$ cat config.mk
export PLATFORM = sky130hd
export DESIGN_NAME = vhs_top
export DESIGN_NICKNAME = d
export VERILOG_FILES = /design/src/rtl/vhs_pkg.sv /design/src/rtl/vhs_ctrl.sv /design/src/rtl/vhs_dpath.sv /design/src/rtl/vhs_top.sv
export SDC_FILE = /design/constraint.sdc
export NUM_CORES = 1
export LEC_CHECK = 0
export ABC_CLOCK_PERIOD_IN_PS = 3800
export BUFFER_PORTS_ARGS = -buffer_cell sky130_fd_sc_hd__buf_2
export CAP_MARGIN = 10
export CORE_MARGIN = 2
export CORE_UTILIZATION = 39
export CTS_CLUSTER_SIZE = 30
export DETAILED_ROUTE_END_ITERATION = 12
export SLEW_MARGIN = 20
export SYNTH_ARGS = -nofsm -noshare
export SYNTH_HDL_FRONTEND = slang
export SYNTH_SLANG_ARGS = --single-unit
$ cat constraint.sdc
create_clock -name clk -period 3.8 [get_ports clk]
set_input_delay 0 -clock clk [delete_from_list [all_inputs] [get_ports clk]]
set_output_delay 0 -clock clk [all_outputs]
set_load 0.03 [all_outputs]
$ cat src/rtl/vhs_pkg.sv
package vhs_pkg;

  typedef enum logic [1:0] {
    ST_IDLE = 2'd0,
    ST_RUN  = 2'd1,
    ST_FIN  = 2'd2
  } vhsState_t;

  typedef struct packed {
    logic load;
    logic advance;
  } vhsStrobe_t;

  localparam logic [4:0] SEL_RESERVED = 5'd31;

  // element width in bits for a legal size code (1..3)
  function automatic int unsigned elemBits(input logic [1:0] code);
    return 32'd8 << code;
  endfunction

endpackage

$ cat src/rtl/vhs_ctrl.sv
module vhs_ctrl
  import vhs_pkg::*;
(
  input  logic       clk,
  input  logic       rstN,
  input  logic       start,
  input  logic       badEncoding,
  input  logic       curActive,
  input  logic       lastElem,
  input  logic       wrReady,
  output vhsStrobe_t strobe,
  output logic       busy,
  output logic       done,
  output logic       illegal,
  output logic       wrValid
);

  vhsState_t state, nextState;
  logic      illReg;

  always_comb begin
    strobe    = '0;
    nextState = state;
    unique case (state)
      ST_IDLE: begin
        if (start) begin
          strobe.load = 1'b1;
          nextState   = badEncoding ? ST_FIN : ST_RUN;
        end
      end
      ST_RUN: begin
        // inactive elements retire in one cycle; active ones wait for ready
        if (!curActive || wrReady) begin
          strobe.advance = 1'b1;
          if (lastElem) nextState = ST_FIN;
        end
      end
      ST_FIN:  nextState = ST_IDLE;
      default: nextState = ST_IDLE;
    endcase
  end

  always_ff @(posedge clk) begin
    if (!rstN) begin
      state  <= ST_IDLE;
      illReg <= 1'b0;
    end else begin
      state <= nextState;
      if (strobe.load) illReg <= badEncoding;
    end
  end

  assign busy    = (state != ST_IDLE);
  assign done    = (state == ST_FIN);
  assign illegal = (state == ST_FIN) && illReg;
  assign wrValid = (state == ST_RUN) && curActive;

endmodule

$ cat src/rtl/vhs_dpath.sv
module vhs_dpath
  import vhs_pkg::*;
#(
  parameter int VLEN = 256,
  parameter int PLEN = VLEN / 8,
  parameter int CNTW = $clog2(VLEN / 16 + 1)
) (
  input  logic            clk,
  input  logic            rstN,
  input  vhsStrobe_t      strobe,
  input  logic [1:0]      sizeCode,
  input  logic [4:0]      baseSel,
  input  logic [VLEN-1:0] vecData,
  input  logic [PLEN-1:0] predMask,
  input  logic [63:0]     gprBase,
  input  logic [63:0]     spBase,
  input  logic [63:0]     idxIn,
  output logic            curActive,
  output logic            lastElem,
  output logic [63:0]     wrAddr,
  output logic [15:0]     wrData
);

  localparam int MAXELEMS = VLEN / 16;

  logic [VLEN-1:0] vecReg, vecNext;
  logic [PLEN-1:0] predReg, predNext;
  logic [63:0]     baseReg;
  logic [63:0]     idxReg;
  logic [1:0]      sizeReg;
  logic [CNTW-1:0] elemCnt, elemLoad;

  // one shifter per legal width; the stored size code picks the result
  logic [VLEN-1:0] vecSh  [1:3];
  logic [PLEN-1:0] predSh [1:3];

  for (genvar s = 1; s <= 3; s++) begin : g_width
    localparam int WB = 8 << s;
    assign vecSh[s]  = vecReg >> WB;
    assign predSh[s] = predReg >> (WB / 8);
  end

  always_comb begin
    unique case (sizeReg)
      2'd2:    begin vecNext = vecSh[2]; predNext = predSh[2]; end
      2'd3:    begin vecNext = vecSh[3]; predNext = predSh[3]; end
      default: begin vecNext = vecSh[1]; predNext = predSh[1]; end
    endcase
  end

  always_comb begin
    unique case (sizeCode)
      2'd2:    elemLoad = CNTW'(MAXELEMS / 2);
      2'd3:    elemLoad = CNTW'(MAXELEMS / 4);
      default: elemLoad = CNTW'(MAXELEMS);
    endcase
  end

  always_ff @(posedge clk) begin
    if (!rstN) begin
      vecReg  <= '0;
      predReg <= '0;
      baseReg <= '0;
      idxReg  <= '0;
      sizeReg <= 2'd1;
      elemCnt <= '0;
    end else if (strobe.load) begin
      vecReg  <= vecData;
      predReg <= predMask;
      baseReg <= (baseSel == SEL_RESERVED) ? spBase : gprBase;
      idxReg  <= idxIn;
      sizeReg <= sizeCode;
      elemCnt <= elemLoad;
    end else if (strobe.advance) begin
      vecReg  <= vecNext;
      predReg <= predNext;
      idxReg  <= idxReg + 64'd1;
      elemCnt <= elemCnt - CNTW'(1);
    end
  end

  assign curActive = predReg[0];
  assign lastElem  = (elemCnt == CNTW'(1));
  assign wrAddr    = baseReg + (idxReg << 1);
  assign wrData    = vecReg[15:0];

endmodule

$ cat src/rtl/vhs_top.sv
module vhs_top
  import vhs_pkg::*;
#(
  parameter int VLEN = 256,
  parameter int PLEN = VLEN / 8
) (
  input  logic            clk,
  input  logic            rstN,
  input  logic            start,
  input  logic [1:0]      sizeCode,
  input  logic [4:0]      idxSel,
  input  logic [4:0]      baseSel,
  input  logic [VLEN-1:0] vecData,
  input  logic [PLEN-1:0] predMask,
  input  logic [63:0]     gprBase,
  input  logic [63:0]     spBase,
  input  logic [63:0]     idxIn,
  output logic            busy,
  output logic            done,
  output logic            illegal,
  output logic            wrValid,
  input  logic            wrReady,
  output logic [63:0]     wrAddr,
  output logic [15:0]     wrData
);

  localparam int CNTW = $clog2(VLEN / 16 + 1);

  vhsStrobe_t strobe;
  logic       curActive;
  logic       lastElem;
  logic       badEncoding;

  assign badEncoding = (sizeCode == 2'd0) || (idxSel == SEL_RESERVED);

  vhs_ctrl u_ctrl (
    .clk        (clk),
    .rstN       (rstN),
    .start      (start),
    .badEncoding(badEncoding),
    .curActive  (curActive),
    .lastElem   (lastElem),
    .wrReady    (wrReady),
    .strobe     (strobe),
    .busy       (busy),
    .done       (done),
    .illegal    (illegal),
    .wrValid    (wrValid)
  );

  vhs_dpath #(.VLEN(VLEN), .PLEN(PLEN), .CNTW(CNTW)) u_dpath (
    .clk      (clk),
    .rstN     (rstN),
    .strobe   (strobe),
    .sizeCode (sizeCode),
    .baseSel  (baseSel),
    .vecData  (vecData),
    .predMask (predMask),
    .gprBase  (gprBase),
    .spBase   (spBase),
    .idxIn    (idxIn),
    .curActive(curActive),
    .lastElem (lastElem),
    .wrAddr   (wrAddr),
    .wrData   (wrData)
  );

endmodule

==> summary.md <==
| Metric | Value |
|---|---|
| Ports | `580` |
| Register bit count reported by yosys | `409` |
| Vias in the first global route | `27.9k` |
| CTS Root Cell | `clkbuf_16` |
| Starting Density | `0.395` |
| Crit Path Max Fanout | `4` |
| # placed instances | `4530` |
| Final clock skew | `0.0335 ns` |
| Hold WS | `about 0.09 ns` |
| First-pass GRT wire length | `around 170000 um` |
| Post-Route WL | `110000 um` |
| Static Leak | `15.5 nW` |
| RSZ-0062 raised after global routing | `yes` |
| Worst path required time | `~3.8 ns` |
| Final Hold Fails | `0` |
| Core ar. | `approximately 66000 um^2` |
| GPL Wtd Cong | `roughly 0.94` |
| Filler cells | `6122` |
| Post-synth EDFFs | `0` |
| Largest stage delay on the critical path | `roughly 0.42 ns` |
| Final count of negative-setup-slack endpoints | `0` |
| Slowest CP cell | `or4_1` |
| Design Area, Final | `36000 um^2` |
| Seq/Total Area, Yosys | `0.315` |
| Clock buffer depth | `3` |
| Simple-gate area share of the yosys netlist | `0.197` |
| Avg Inst Size Synth | `7.73 um^2` |
| Final Slew Violations | `0` |
| PD cells | `approximately 410 nW/um^2` |
| Max_slew headroom | `0.352` |
| DIE WIDTH | `262 um` |
| Drt initial violations | `between 3k and 4k` |
| Adder-Cell Fraction of Synth Area | `0.0320` |
| Pre-Repair DR Iteration Count | `6` |
| Pin count of the biggest net entering global routing | `196` |
| GR Util All Layers | `0.303` |
| Post-synth cell types | `67` |
| YS warnings | `0` |
| Total number of vias | `29.7k` |
| Clock Latency Late Sink | `0.62 ns` |
| DRC Markers | `0` |
| Synthesized cell area | `26000 um^2` |
| Final Instance Count excl. Fillers | `5120` |
| Largest family of logic cells by synthesized area | `compound AO/OA/AOI/OAI gates` |
| Initial antenna violation count | `23` |
| Setup tns final | `0 ns` |
| CTS H-Tree Depth | `2` |
| Clock transition at the registers of the reported paths | `0.06 ns` |
| Routed Antenna Nets | `0` |
| Mux cell area share after synthesis | `0.105` |
| Hold Path Class | `primary input to flop` |
| Critical path arrival | `3.72 ns` |
| XOR/XNOR share of the synthesized area | `0.0320` |
| Area Overhead vs Synth | `38.5%` |
| CTS sink count | `between 400 and 500` |
| Compound-gate portion of the synthesized area | `0.264` |
| Ys flop type | `dfxtp_1` |
| Crit end category | `output port` |
| CP Class | `flop to output port` |
| Critical Path Source Type | `flop` |
| CP Cell Sequence | `ha_1, fa_2, a211oi_2, o21ai_0, nand2_1, o21ai_2, a21bo_2, a31oi_2, buf_6, o221ai_2, or4_1, nand4_1, buf_4` |
| TritonCTS clock tree | `done` |
| DR WL/cell | `21.6 um` |
| Cts bufs inserted | `50` |
| Final Cycle Share | `0.979` |
| FMAX | `269 MHz` |
| Syn_nets | `3928` |
| Die H | `262 um` |
| Vias per cell | `5.81` |
| Die ar. | `68800 um^2` |
| Final #Nets | `4759` |
| Worst-Margin Slew | `around 0.97 ns` |
| Outcome | `finished, final reports clean` |
| Maxcap violations | `0` |
| Dpl hpwl | `between 70000 and 80000 um` |
| Cell Area, Placed | `29300 um^2` |
| Num rows | `94` |
| Post-Syn Instances | `between 3k and 4k` |
| GRT overflow | `0` |
| Max IR drop VDD | `0.357 mV` |
| Layout cells sized above 1 | `0.182` |
| Min Clock Period, post-route | `3.72 ns` |
| Port buffer count | `562` |
| Share of flip-flops with an asynchronous set or reset | `0` |
-- where the power goes --
| part | internal, mW | total (mW) | leakage, nW | switching [mW] |
|---|---|---|---|---|
| clock network | 3.10 | 5.18 | 0.863 | 2.09 |
| logic | 1.68 | 4.12 | 11.2 | 2.43 |
| registers | 4.74 | 5.32 | 3.39 | 0.578 |
-- cells in the mapped netlist (4+ instances only) --
| cell | n | area [um^2] |
|---|---|---|
| nand2_1 | 571 | 2140 |
| nor2_1 | 436 | 1640 |
| dfxtp_1 | 409 | 8190 |
| clkbuf_1 | 276 | 1040 |
| mux2i_1 | 271 | 2710 |
| o211ai_1 | 247 | 1850 |
| a311oi_1 | 206 | 1800 |
| a21oi_1 | 153 | 766 |
| a211oi_1 | 103 | 773 |
| ha_1 | 65 | 813 |
| o21ai_0 | 61 | 305 |
| nand3_1 | 55 | 275 |
| xnor2_1 | 48 | 420 |
| xor2_1 | 47 | 412 |
| nand4_1 | 44 | 275 |
| inv_1 | 35 | 131 |
| a21o_1 | 32 | 240 |
| nor3_1 | 30 | 150 |
| buf_1 | 22 | 82.6 |
| a22oi_1 | 18 | 135 |
| o221ai_1 | 18 | 158 |
| o311ai_0 | 18 | 158 |
| a311o_1 | 17 | 170 |
| and3_1 | 17 | 106 |
| buf_4 | 17 | 128 |
| o21bai_1 | 17 | 128 |
| a31oi_1 | 13 | 81.3 |
| and2_1 | 13 | 81.3 |
| nor4_1 | 11 | 68.8 |
| nand2b_1 | 9 | 56.3 |
| a21boi_0 | 6 | 45.0 |
| a221oi_1 | 6 | 52.6 |
| nor2b_1 | 6 | 37.5 |
| o21a_1 | 6 | 45.0 |
| or3_1 | 6 | 37.5 |
| a2111oi_0 | 5 | 43.8 |
| and4_1 | 5 | 43.8 |
| or2_2 | 5 | 31.3 |
| or4_1 | 4 | 30.0 |
-- cell families (layout without fill, tap and decap cells) --
| family | after synthesis | in the layout |
|---|---|---|
| XOR/XNOR | 95 | 95 |
| AO/OA/AOI/OAI | 938 | 938 |
| flip-flops | 409 | 409 |
| buffers and inverters | 359 | 1231 |
| multiplexers | 272 | 272 |
| AND/OR/NAND/NOR | 1227 | 1227 |
| adder cells (fa/ha/maj) | 66 | 66 |
| other | 0 | 18 |
-- sequential cells by signal, indices dropped and copies added, names as in the netlist --
register	cells
u_dpath.elemCnt	5
u_ctrl.illReg	1
u_ctrl.state	2
u_dpath.vecReg	256
u_dpath.sizeReg	2
u_dpath.baseReg	64
u_dpath.idxReg	63
u_dpath.predReg	16
-- through the flow --
step,util,setup slack (ns),power (mW)
finish,0.547,0.0807,14.6
CTS,0.544,-0.00559,14.6
detailed placement,0.444,0.294,8.98
global placement,0.444,0.300,8.97
global route,0.547,-0.0608,15.2
floorplan,-,0.763,7.70
-- cell type report --
class | count | area [um^2] | share of cell area
repair buffers | 1101 | 8230 | 0.228
clock buffers | 75 | 1520 | 0.0421
inverters | 37 | 146 | 0.00406
diodes | 18 | 45.0 | 0.00125
flip-flops and latches | 409 | 8210 | 0.228
well taps | 864 | 1080 | 0.0300
clock inverters | 18 | 245 | 0.00681
multi-input cells | 2598 | 16600 | 0.460
-- what timing repair did --
item                                    in CTS  in global routing
buffers inserted                             0                  4
endpoints found under the setup margin      13                 18
hold endpoints to repair                   408                  0
pin swaps                                    2                  5
hold buffers                               475                  0
resized for setup                           20                 32
-- critical path: cells and delay by family, from the launching register on --
kind                       cells  cell delay [ns]
adders and majority gates      2             0.60
and+or+nand+nor                3             0.72
AOI/OAI and AO/OA              6             1.13
DFF                            1             0.31
buffers and inverters          2             0.34
-- final timing paths --
check	startpoint	to	slack (ns)	depth (start not counted)
worst max register to register	u_ctrl.state[0]$_SDFFE_PN0P_	u_dpath.idxReg[26]$_SDFFE_PN0P_	0.70	9
worst min register to register	u_dpath.vecReg[14]$_SDFFE_PN0P_	u_dpath.vecReg[14]$_SDFFE_PN0P_	0.48	2
worst min-delay path	spBase[62]	u_dpath.baseReg[62]$_SDFFE_PN0P_	0.09	3
worst max-delay path	u_dpath.idxReg[0]$_SDFFE_PN0P_	wrAddr[63]	0.08	13
-- layer usage --
metal / vias up / GRT usage / part of all wire / wire length (um)
met5: - / 0 / 0.00054 / 60
met2: 1351 / 0.490 / 0.45 / 50200
met4: 8 / 0.129 / 0.045 / 4990
li1: 14100 / - / - / -
met1: 14000 / 0.405 / 0.43 / 47000
met3: 282 / 0.0420 / 0.074 / 8140
-- cells in the final DEF, fill, tap and decap left out, drive strengths merged, types with 11 or more instances in the layout --
master | synthesis | routed
dfxtp | 409 | 409
nor3 | 30 | 30
a21o | 32 | 32
a21oi | 153 | 153
nand4 | 44 | 44
nand3 | 57 | 57
clkbuf | 278 | 75
and2 | 13 | 13
nor2 | 436 | 436
a211oi | 103 | 103
o211ai | 247 | 247
dlygate4sd3 | 0 | 475
clkinv | 1 | 11
a31oi | 13 | 13
diode | 0 | 18
a311o | 17 | 17
inv | 36 | 36
o221ai | 18 | 18
nor4 | 11 | 11
o21bai | 17 | 17
nand2 | 571 | 571
o311ai | 18 | 18
buf | 43 | 626
a22oi | 18 | 18
and3 | 17 | 17
ha | 65 | 65
mux2i | 271 | 271
xnor2 | 48 | 48
a311oi | 206 | 206
xor2 | 47 | 47
o21ai | 63 | 63
(Power assumes the default switching activity.)
